<file path="src/rtl/osp_pkg.sv">
package osp_pkg;
  typedef enum logic [1:0] {
    EDGE_FALL = 2'b00,
    EDGE_RISE = 2'b01,
    EDGE_BOTH = 2'b10,
    EDGE_NONE = 2'b11
  } edge_sel_e;

  typedef enum logic {
    M_WAIT  = 1'b0,
    M_COUNT = 1'b1
  } mst_state_e;

  typedef enum logic [1:0] {
    S_IDLE  = 2'b00,
    S_LOAD  = 2'b01,
    S_COUNT = 2'b10
  } slv_state_e;
endpackage

</file>
<file path="src/rtl/osp_edge_det.sv">
module osp_edge_det
  import osp_pkg::*;
#(
  parameter int SYNC_STAGES = 2
) (
  input  logic      clk,
  input  logic      rst_n,
  input  logic      pin_i,
  input  edge_sel_e sel_i,
  output logic      edge_o
);
  localparam int CHAIN = SYNC_STAGES + 1;

  logic [CHAIN-1:0] chain_q, chain_d;
  logic cur_lvl, prev_lvl, rise, fall;

  generate
    if (CHAIN > 1) begin : g_shift
      assign chain_d = {chain_q[CHAIN-2:0], pin_i};
    end else begin : g_single
      assign chain_d = pin_i;
    end
  endgenerate

  always_ff @(posedge clk or negedge rst_n) begin
    if (!rst_n) chain_q <= '0;
    else        chain_q <= chain_d;
  end

  assign cur_lvl  = chain_q[CHAIN-2];
  assign prev_lvl = chain_q[CHAIN-1];
  assign rise     = cur_lvl & ~prev_lvl;
  assign fall     = ~cur_lvl & prev_lvl;

  always_comb begin
    unique case (sel_i)
      EDGE_FALL: edge_o = fall;
      EDGE_RISE: edge_o = rise;
      EDGE_BOTH: edge_o = rise | fall;
      default:   edge_o = 1'b0;
    endcase
  end
endmodule

</file>
<file path="src/rtl/osp_master_ch.sv">
module osp_master_ch
  import osp_pkg::*;
#(
  parameter int W = 16
) (
  input  logic         clk,
  input  logic         rst_n,
  input  logic         run_i,
  input  logic         stop_i,
  input  logic         tick_i,
  input  logic         edge_i,
  input  logic [W-1:0] reload_i,
  output logic [W-1:0] cnt_o,
  output logic         eoc_o
);
  localparam logic [W-1:0] ONE = W'(1);

  mst_state_e   state_q, state_d;
  logic [W-1:0] cnt_q, cnt_d;
  logic         eoc_q, eoc_d;

  always_comb begin
    state_d = state_q;
    cnt_d   = cnt_q;
    eoc_d   = 1'b0;
    if (stop_i) begin
      state_d = M_WAIT;
    end else if (run_i) begin
      unique case (state_q)
        M_WAIT: begin
          if (edge_i) begin
            cnt_d   = reload_i;
            state_d = M_COUNT;
          end
        end
        M_COUNT: begin
          if (tick_i) begin
            if (cnt_q == '0) begin
              eoc_d   = 1'b1;
              state_d = M_WAIT;
            end else begin
              cnt_d = cnt_q - ONE;
            end
          end
        end
        default: state_d = M_WAIT;
      endcase
    end
  end

  always_ff @(posedge clk or negedge rst_n) begin
    if (!rst_n) begin
      state_q <= M_WAIT;
      cnt_q   <= '0;
      eoc_q   <= 1'b0;
    end else begin
      state_q <= state_d;
      cnt_q   <= cnt_d;
      eoc_q   <= eoc_d;
    end
  end

  assign cnt_o = cnt_q;
  assign eoc_o = eoc_q;
endmodule

</file>
<file path="src/rtl/osp_slave_ch.sv">
module osp_slave_ch
  import osp_pkg::*;
#(
  parameter int W = 16
) (
  input  logic         clk,
  input  logic         rst_n,
  input  logic         run_i,
  input  logic         stop_i,
  input  logic         tick_i,
  input  logic         trig_i,
  input  logic [W-1:0] reload_i,
  input  logic         act_lvl_i,
  output logic [W-1:0] cnt_o,
  output logic         out_o
);
  localparam logic [W-1:0] ONE = W'(1);

  slv_state_e   state_q, state_d;
  logic [W-1:0] cnt_q, cnt_d;
  logic         out_q, out_d;

  always_comb begin
    state_d = state_q;
    cnt_d   = cnt_q;
    out_d   = out_q;
    if (stop_i) begin
      state_d = S_IDLE;
    end else if (run_i) begin
      if (trig_i) begin
        cnt_d   = reload_i;
        state_d = S_LOAD;
      end else begin
        unique case (state_q)
          S_LOAD: begin
            if (tick_i) begin
              out_d   = act_lvl_i;
              state_d = S_COUNT;
            end
          end
          S_COUNT: begin
            if (tick_i) begin
              if (cnt_q == '0) begin
                out_d   = ~act_lvl_i;
                state_d = S_IDLE;
              end else begin
                cnt_d = cnt_q - ONE;
              end
            end
          end
          default: state_d = S_IDLE;
        endcase
      end
    end
  end

  always_ff @(posedge clk or negedge rst_n) begin
    if (!rst_n) begin
      state_q <= S_IDLE;
      cnt_q   <= '0;
      out_q   <= 1'b0;
    end else begin
      state_q <= state_d;
      cnt_q   <= cnt_d;
      out_q   <= out_d;
    end
  end

  assign cnt_o = cnt_q;
  assign out_o = out_q;
endmodule

</file>
<file path="src/rtl/oneshot_pulse_gen.sv">
module oneshot_pulse_gen
  import osp_pkg::*;
#(
  parameter int CNT_W       = 16,
  parameter int SYNC_STAGES = 2
) (
  input  logic             clk,
  input  logic             rst_n,
  input  logic             cnt_tick,
  input  logic             trig_in,
  input  logic             start_stb,
  input  logic             stop_stb,
  input  logic             cfg_wr,
  input  logic [CNT_W-1:0] cfg_delay,
  input  logic [CNT_W-1:0] cfg_width,
  input  logic             cfg_act_low,
  input  logic             edge_wr,
  input  logic [1:0]       edge_sel,
  input  logic             lvl_wr,
  input  logic             lvl_oe,
  input  logic             lvl_sw,
  output logic [CNT_W-1:0] master_cnt,
  output logic [CNT_W-1:0] slave_cnt,
  output logic             running,
  output logic             eoc_irq,
  output logic             pulse_out
);
  logic             run_q, run_d;
  logic [CNT_W-1:0] delay_q, delay_d;
  logic [CNT_W-1:0] width_q, width_d;
  logic             act_low_q, act_low_d;
  edge_sel_e        esel_q, esel_d;
  logic             oe_q, oe_d;
  logic             swl_q, swl_d;
  logic             edge_hit;
  logic             slv_out;
  logic             cfg_open;

  assign cfg_open = cfg_wr & ~run_q;

  always_comb begin
    run_d     = run_q;
    delay_d   = delay_q;
    width_d   = width_q;
    act_low_d = act_low_q;
    esel_d    = esel_q;
    oe_d      = oe_q;
    swl_d     = swl_q;
    if (stop_stb)       run_d = 1'b0;
    else if (start_stb) run_d = 1'b1;
    if (cfg_open) begin
      delay_d   = cfg_delay;
      width_d   = cfg_width;
      act_low_d = cfg_act_low;
    end
    if (edge_wr) esel_d = edge_sel_e'(edge_sel);
    if (lvl_wr) begin
      oe_d  = lvl_oe;
      swl_d = lvl_sw;
    end
  end

  always_ff @(posedge clk or negedge rst_n) begin
    if (!rst_n) begin
      run_q     <= 1'b0;
      delay_q   <= '0;
      width_q   <= '0;
      act_low_q <= 1'b0;
      esel_q    <= EDGE_FALL;
      oe_q      <= 1'b0;
      swl_q     <= 1'b0;
    end else begin
      run_q     <= run_d;
      delay_q   <= delay_d;
      width_q   <= width_d;
      act_low_q <= act_low_d;
      esel_q    <= esel_d;
      oe_q      <= oe_d;
      swl_q     <= swl_d;
    end
  end

  osp_edge_det #(.SYNC_STAGES(SYNC_STAGES)) u_edge (
    .clk    (clk),
    .rst_n  (rst_n),
    .pin_i  (trig_in),
    .sel_i  (esel_q),
    .edge_o (edge_hit)
  );

  osp_master_ch #(.W(CNT_W)) u_master (
    .clk      (clk),
    .rst_n    (rst_n),
    .run_i    (run_q),
    .stop_i   (stop_stb),
    .tick_i   (cnt_tick),
    .edge_i   (edge_hit),
    .reload_i (delay_q),
    .cnt_o    (master_cnt),
    .eoc_o    (eoc_irq)
  );

  osp_slave_ch #(.W(CNT_W)) u_slave (
    .clk       (clk),
    .rst_n     (rst_n),
    .run_i     (run_q),
    .stop_i    (stop_stb),
    .tick_i    (cnt_tick),
    .trig_i    (eoc_irq),
    .reload_i  (width_q),
    .act_lvl_i (~act_low_q),
    .cnt_o     (slave_cnt),
    .out_o     (slv_out)
  );

  assign running   = run_q;
  assign pulse_out = oe_q ? slv_out : swl_q;
endmodule

</file>
<file path="config.mk">
export PLATFORM = sky130hd
export DESIGN_NAME = oneshot_pulse_gen
export DESIGN_NICKNAME = d
export VERILOG_FILES = /design/src/rtl/osp_pkg.sv /design/src/rtl/osp_edge_det.sv /design/src/rtl/osp_master_ch.sv /design/src/rtl/osp_slave_ch.sv /design/src/rtl/oneshot_pulse_gen.sv
export SDC_FILE = /design/constraint.sdc
export NUM_CORES = 1
export LEC_CHECK = 0
export CAP_MARGIN = 5
export CORE_MARGIN = 10
export CORE_UTILIZATION = 51
export DETAILED_ROUTE_END_ITERATION = 12
export PLACE_DENSITY = 0.87
export REMOVE_ABC_BUFFERS = 1
export SETUP_SLACK_MARGIN = 0.1
export SLEW_MARGIN = 20
export SYNTH_ARGS = -nofsm -noshare
export SYNTH_HDL_FRONTEND = slang
export SYNTH_SLANG_ARGS = --single-unit
</file>
<file path="constraint.sdc">
create_clock -name clk -period 2.2 [get_ports clk]
set_input_delay 0.44 -clock clk [delete_from_list [all_inputs] [get_ports clk]]
set_output_delay 0.44 -clock clk [all_outputs]
set_load 0.01 [all_outputs]
</file>
==> summary.md <==
| Metric | Value |
|---|---|
| Clock-pin slew on the worst setup and hold paths | 80 ps |
| RSZ-0062 raised after global routing | no |
| Clock net sink count | approximately 80 |
| Achievable Freq | roughly 0.50 GHz |
| Final-layout worst hold slack | ~46 ps |
| Placer congestion estimate | 0.9638 |
| Footprint of the multi-input gates | 2208 um^2 |
| Slew at the pin with the worst max-slew slack | 504.5 ps |
| Post-Syn Area per Cell | around 10 um^2 |
| Pwr Density | approximately 740 nW/um^2 |
| Routed len/inst | slightly below 20 um |
| Min cycle time layout | roughly 2000 ps |
| Number of cells after detailed placement | 628 |
| Total track usage | 0.1985 |
| Worst ir drop on vdd | roughly 570 uV |
| GRT busiest layer | met2 |
| Share of the yosys chip area belonging to registers | 0.4575 |
| Worst-case headroom to the max-slew limit | 0.6637 |
| Met1 demand-to-capacity share in global routing | 0.2365 |
| Hold Crit Class | input port to asynchronous set/reset pin |
| Synthesized instance count | between 400 and 500 |
| Total number of vias | 3895 |
| Ratio of cells with drive above 1 in the final layout | 0.2096 |
| Buffers on Ports | 80 |
| # nets final | approximately 600 |
| Skew final | about 8.6 ps |
| Number of buffers and inverters on the critical path | 2 |
| Worst Setup Start Kind | flop |
| Distinct cell type count of the synthesized netlist | 60 |
| Met3 Resource Use GR | 0.05582 |
| Maximum number of pins on one net before global-route repair | 42 |
| Core area | 8175 um^2 |
| Remaining global-route overflow | 0 |
| Detailed router's first-iteration violation count | roughly 200 |
| Number of max-cap violations | 0 |
| Number of H-tree branching levels | 3 |
| Number of standard cells in the layout, taps in and fillers out | approximately 640 |
| Endpoint arrival time on the critical path | about 1600 ps |
| Share of the core filled with cells in the final layout | 0.6893 |
| Number of search-and-repair iterations in the first detailed-routing pass | 4 |
| Area of the die | 12420 um^2 |
| Setup Fix Bufs, Post-CTS | 0 |
| Delay-heaviest family, CP | buffers and inverters |
| Met2 usage | 0.3322 |
| FFs w/ async S/R, synth | 1.000 |
| FP Rows | 33 |
| Most common cell after layout, fill and taps aside | clkdlybuf4s50_1 |
| Signed area change from the synthesized netlist to the final layout | 32.08% |
| Static power due to leakage | between 2 and 2.5 nW |
| Fraction of the cycle the final worst path needs | 0.9177 |
| Post-route DRC violation count | 0 |
| Die Y-Extent | 111.5 um |
| Final Hold Violating Endpoints | 0 |
| Most used flip-flop cell after synthesis | dfrtp_1 |
| Detailed Place HPWL | about 9.4 mm |
| Worst-Skew Late Latency | roughly 360 ps |
| Status | finished, final reports clean |
| Num ports | 81 |
| Worst Slack Setup Final | between 150 and 200 ps |
| TritonCTS Buffers | 9 |
| Element type at the critical path end | output port |
| Global-route wire length before repair | around 20 mm |
| Start-to-end type of the worst setup path | flop to output port |
| Setup violations, final | 0 |
| Max stage delay on crit path | 550 ps |
| Yosys warning count | 0 |
| Most frequent cells in the layout | clkdlybuf4s50_1 (79), dfrtp_1 (78), mux2_2 (41), nor2_1 (39), buf_4 (37) |
| Final total negative setup slack | 0 ps |
| Avg Vias per Cell | between 6 and 7 |
| Final antenna diode count | 0 |
| Worst slack at placement | -61.28 ps |
| DIE WIDTH | between 100 and 150 um |
| Number of global-route vias before repair | 3998 |
| Filler Cells Inserted | 653 |
| Area of all sequential standard cells | approximately 2000 um^2 |
| CTS Hold Buffers Added | 0 |
| Worst path slowest cell | clkdlybuf4s50_1 |
| Number of flops mapped to enable cells by yosys | 0 |
| Antenna-violating nets left | 0 |
| Starting density of the core | 0.5219 |
| Sum of routed wire length over all layers | 12.72 mm |
| Max Buffers Root-to-Sink | 2 |
| Clock tree from TritonCTS | done |
| Mapped cell area | between 4000 and 5000 um^2 |
| Antenna violations before repair | 0 |
| Root cell of the clock tree | clkbuf_8 |
| Count of state elements after synthesis | around 80 |
| Pins over their slew limit | 0 |
| Maximum fanout count along the critical path | 7 |
| Data required time of the critical path | roughly 1800 ps |
| Cells along the critical path | buf_4, clkdlybuf4s50_1 |
==> report_power, final <==
part	switching (mW)	total, mW	internal, mW
clock network	0.560	0.995	0.434
registers	0.258	1.90	1.65
logic	0.595	1.30	0.700
total	1.41	4.19	2.78
==> logic make-up after synthesis <==
family	Yosys count	synth area share
multiplexers	52	0.1340
buffers and inverters	36	0.03285
flip-flops	78	0.4575
adder cells (fa/ha/maj)	4	0.01173
AND/OR/NAND/NOR	163	0.2170
AO/OA/AOI/OAI	92	0.1469
==> final timing paths <==
check / start / end / slack (ps) / cells past startpoint
max: u_master.cnt_o[13] / master_cnt[13] / 180 / 2
max in group asynchronous: rst_n / u_master.cnt_o[10] / 1550 / 2
min reg2reg: u_edge.chain_q[0] / u_edge.chain_q[1] / 360 / 0
min in group clk: u_edge.chain_q[0] / u_edge.chain_q[1] / 360 / 0
min: rst_n / u_slave.cnt_o[11] / 50 / 1
max reg2reg: u_master.cnt_o[0] / u_master.cnt_o[2] / 210 / 8
==> sequential cells by signal (all words and copies together) (netlist names) <==
name / count
act_low_q: 1
delay_q: 16
esel_q: 2
oe_q: 1
running: 1
swl_q: 1
u_edge.chain_q: 3
u_master.cnt_o: 16
u_master.eoc_o: 1
u_master.state_q: 1
u_slave.cnt_o: 16
u_slave.out_o: 1
u_slave.state_q: 2
width_q: 16
==> cell usage after synthesis, types with 2 or more instances <==
cell type	instances	area, um^2
o21a_1	2	15.01
nand2b_1	7	43.79
inv_1	16	60.06
a31oi_1	4	25.02
o22ai_1	19	118.9
o21ai_0	12	60.06
nand3_1	17	85.08
o31ai_1	4	30.03
o32ai_1	2	17.52
and3_1	3	18.77
or4_1	3	22.52
nor3_1	18	90.09
or3_1	4	25.02
and4_1	3	26.28
o41ai_1	3	26.28
nand2_1	31	116.4
mux2_2	41	461.7
nor4_1	5	31.28
clkbuf_1	16	60.06
a21oi_1	17	85.08
nand3b_1	2	15.01
nor4b_1	2	17.52
o221ai_1	3	26.28
dfrtp_1	78	1952
nand4_1	7	43.79
ha_1	4	50.05
nor4_4	3	63.81
mux2i_1	11	110.1
nor2_1	40	150.1
buf_2	4	20.02
o211ai_1	2	15.01
o22a_1	3	26.28
nor2b_1	4	25.02
and2_1	3	18.77
a211oi_1	5	37.54
a2bb2oi_1	3	26.28
==> worst reg2reg max path, stage by stage (launching register included) <==
cell and delay [ps]:
dfrtp_1 390, inv_1 80, ha_1 190, nor4b_4 190, buf_4 190, nand4_4 180
nand3_1 150, mux2_2 340, a211oi_1 180
==> what timing repair did <==
item                                    4_1_cts  5_1_grt
hold endpoints to repair                      0        0
endpoints found under the setup margin        1        8
resized for setup                             1        4
==> per-layer routing <==
| layer | part of all wire | vias up |
|---|---|---|
| met5 | 0 | - |
| met4 | 0.024 | 0 |
| met3 | 0.068 | 32 |
| met2 | 0.50 | 159 |
| met1 | 0.41 | 1895 |
| li1 | - | 1809 |
==> cell type report <==
cell class | instances | area share
Multi-Input combinational cell | 311 | 0.3919
Tap cell | 105 | 0.02331
Sequential cell | 78 | 0.3464
Clock inverter | 6 | 0.006661
Inverter | 16 | 0.01066
Clock buffer | 10 | 0.02442
Timing Repair Buffer | 118 | 0.1967
==> through the flow <==
step / instance area (um^2) / power, mW
5_1_grt: 5635 / 4.430
2_1_floorplan: 4187 / 2.486
3_3_place_gp: 5436 / 3.172
4_1_cts: 5618 / 4.203
3_5_place_dp: 5436 / 3.207
6_report: 5635 / 4.194
(Power assumes the default switching activity.)
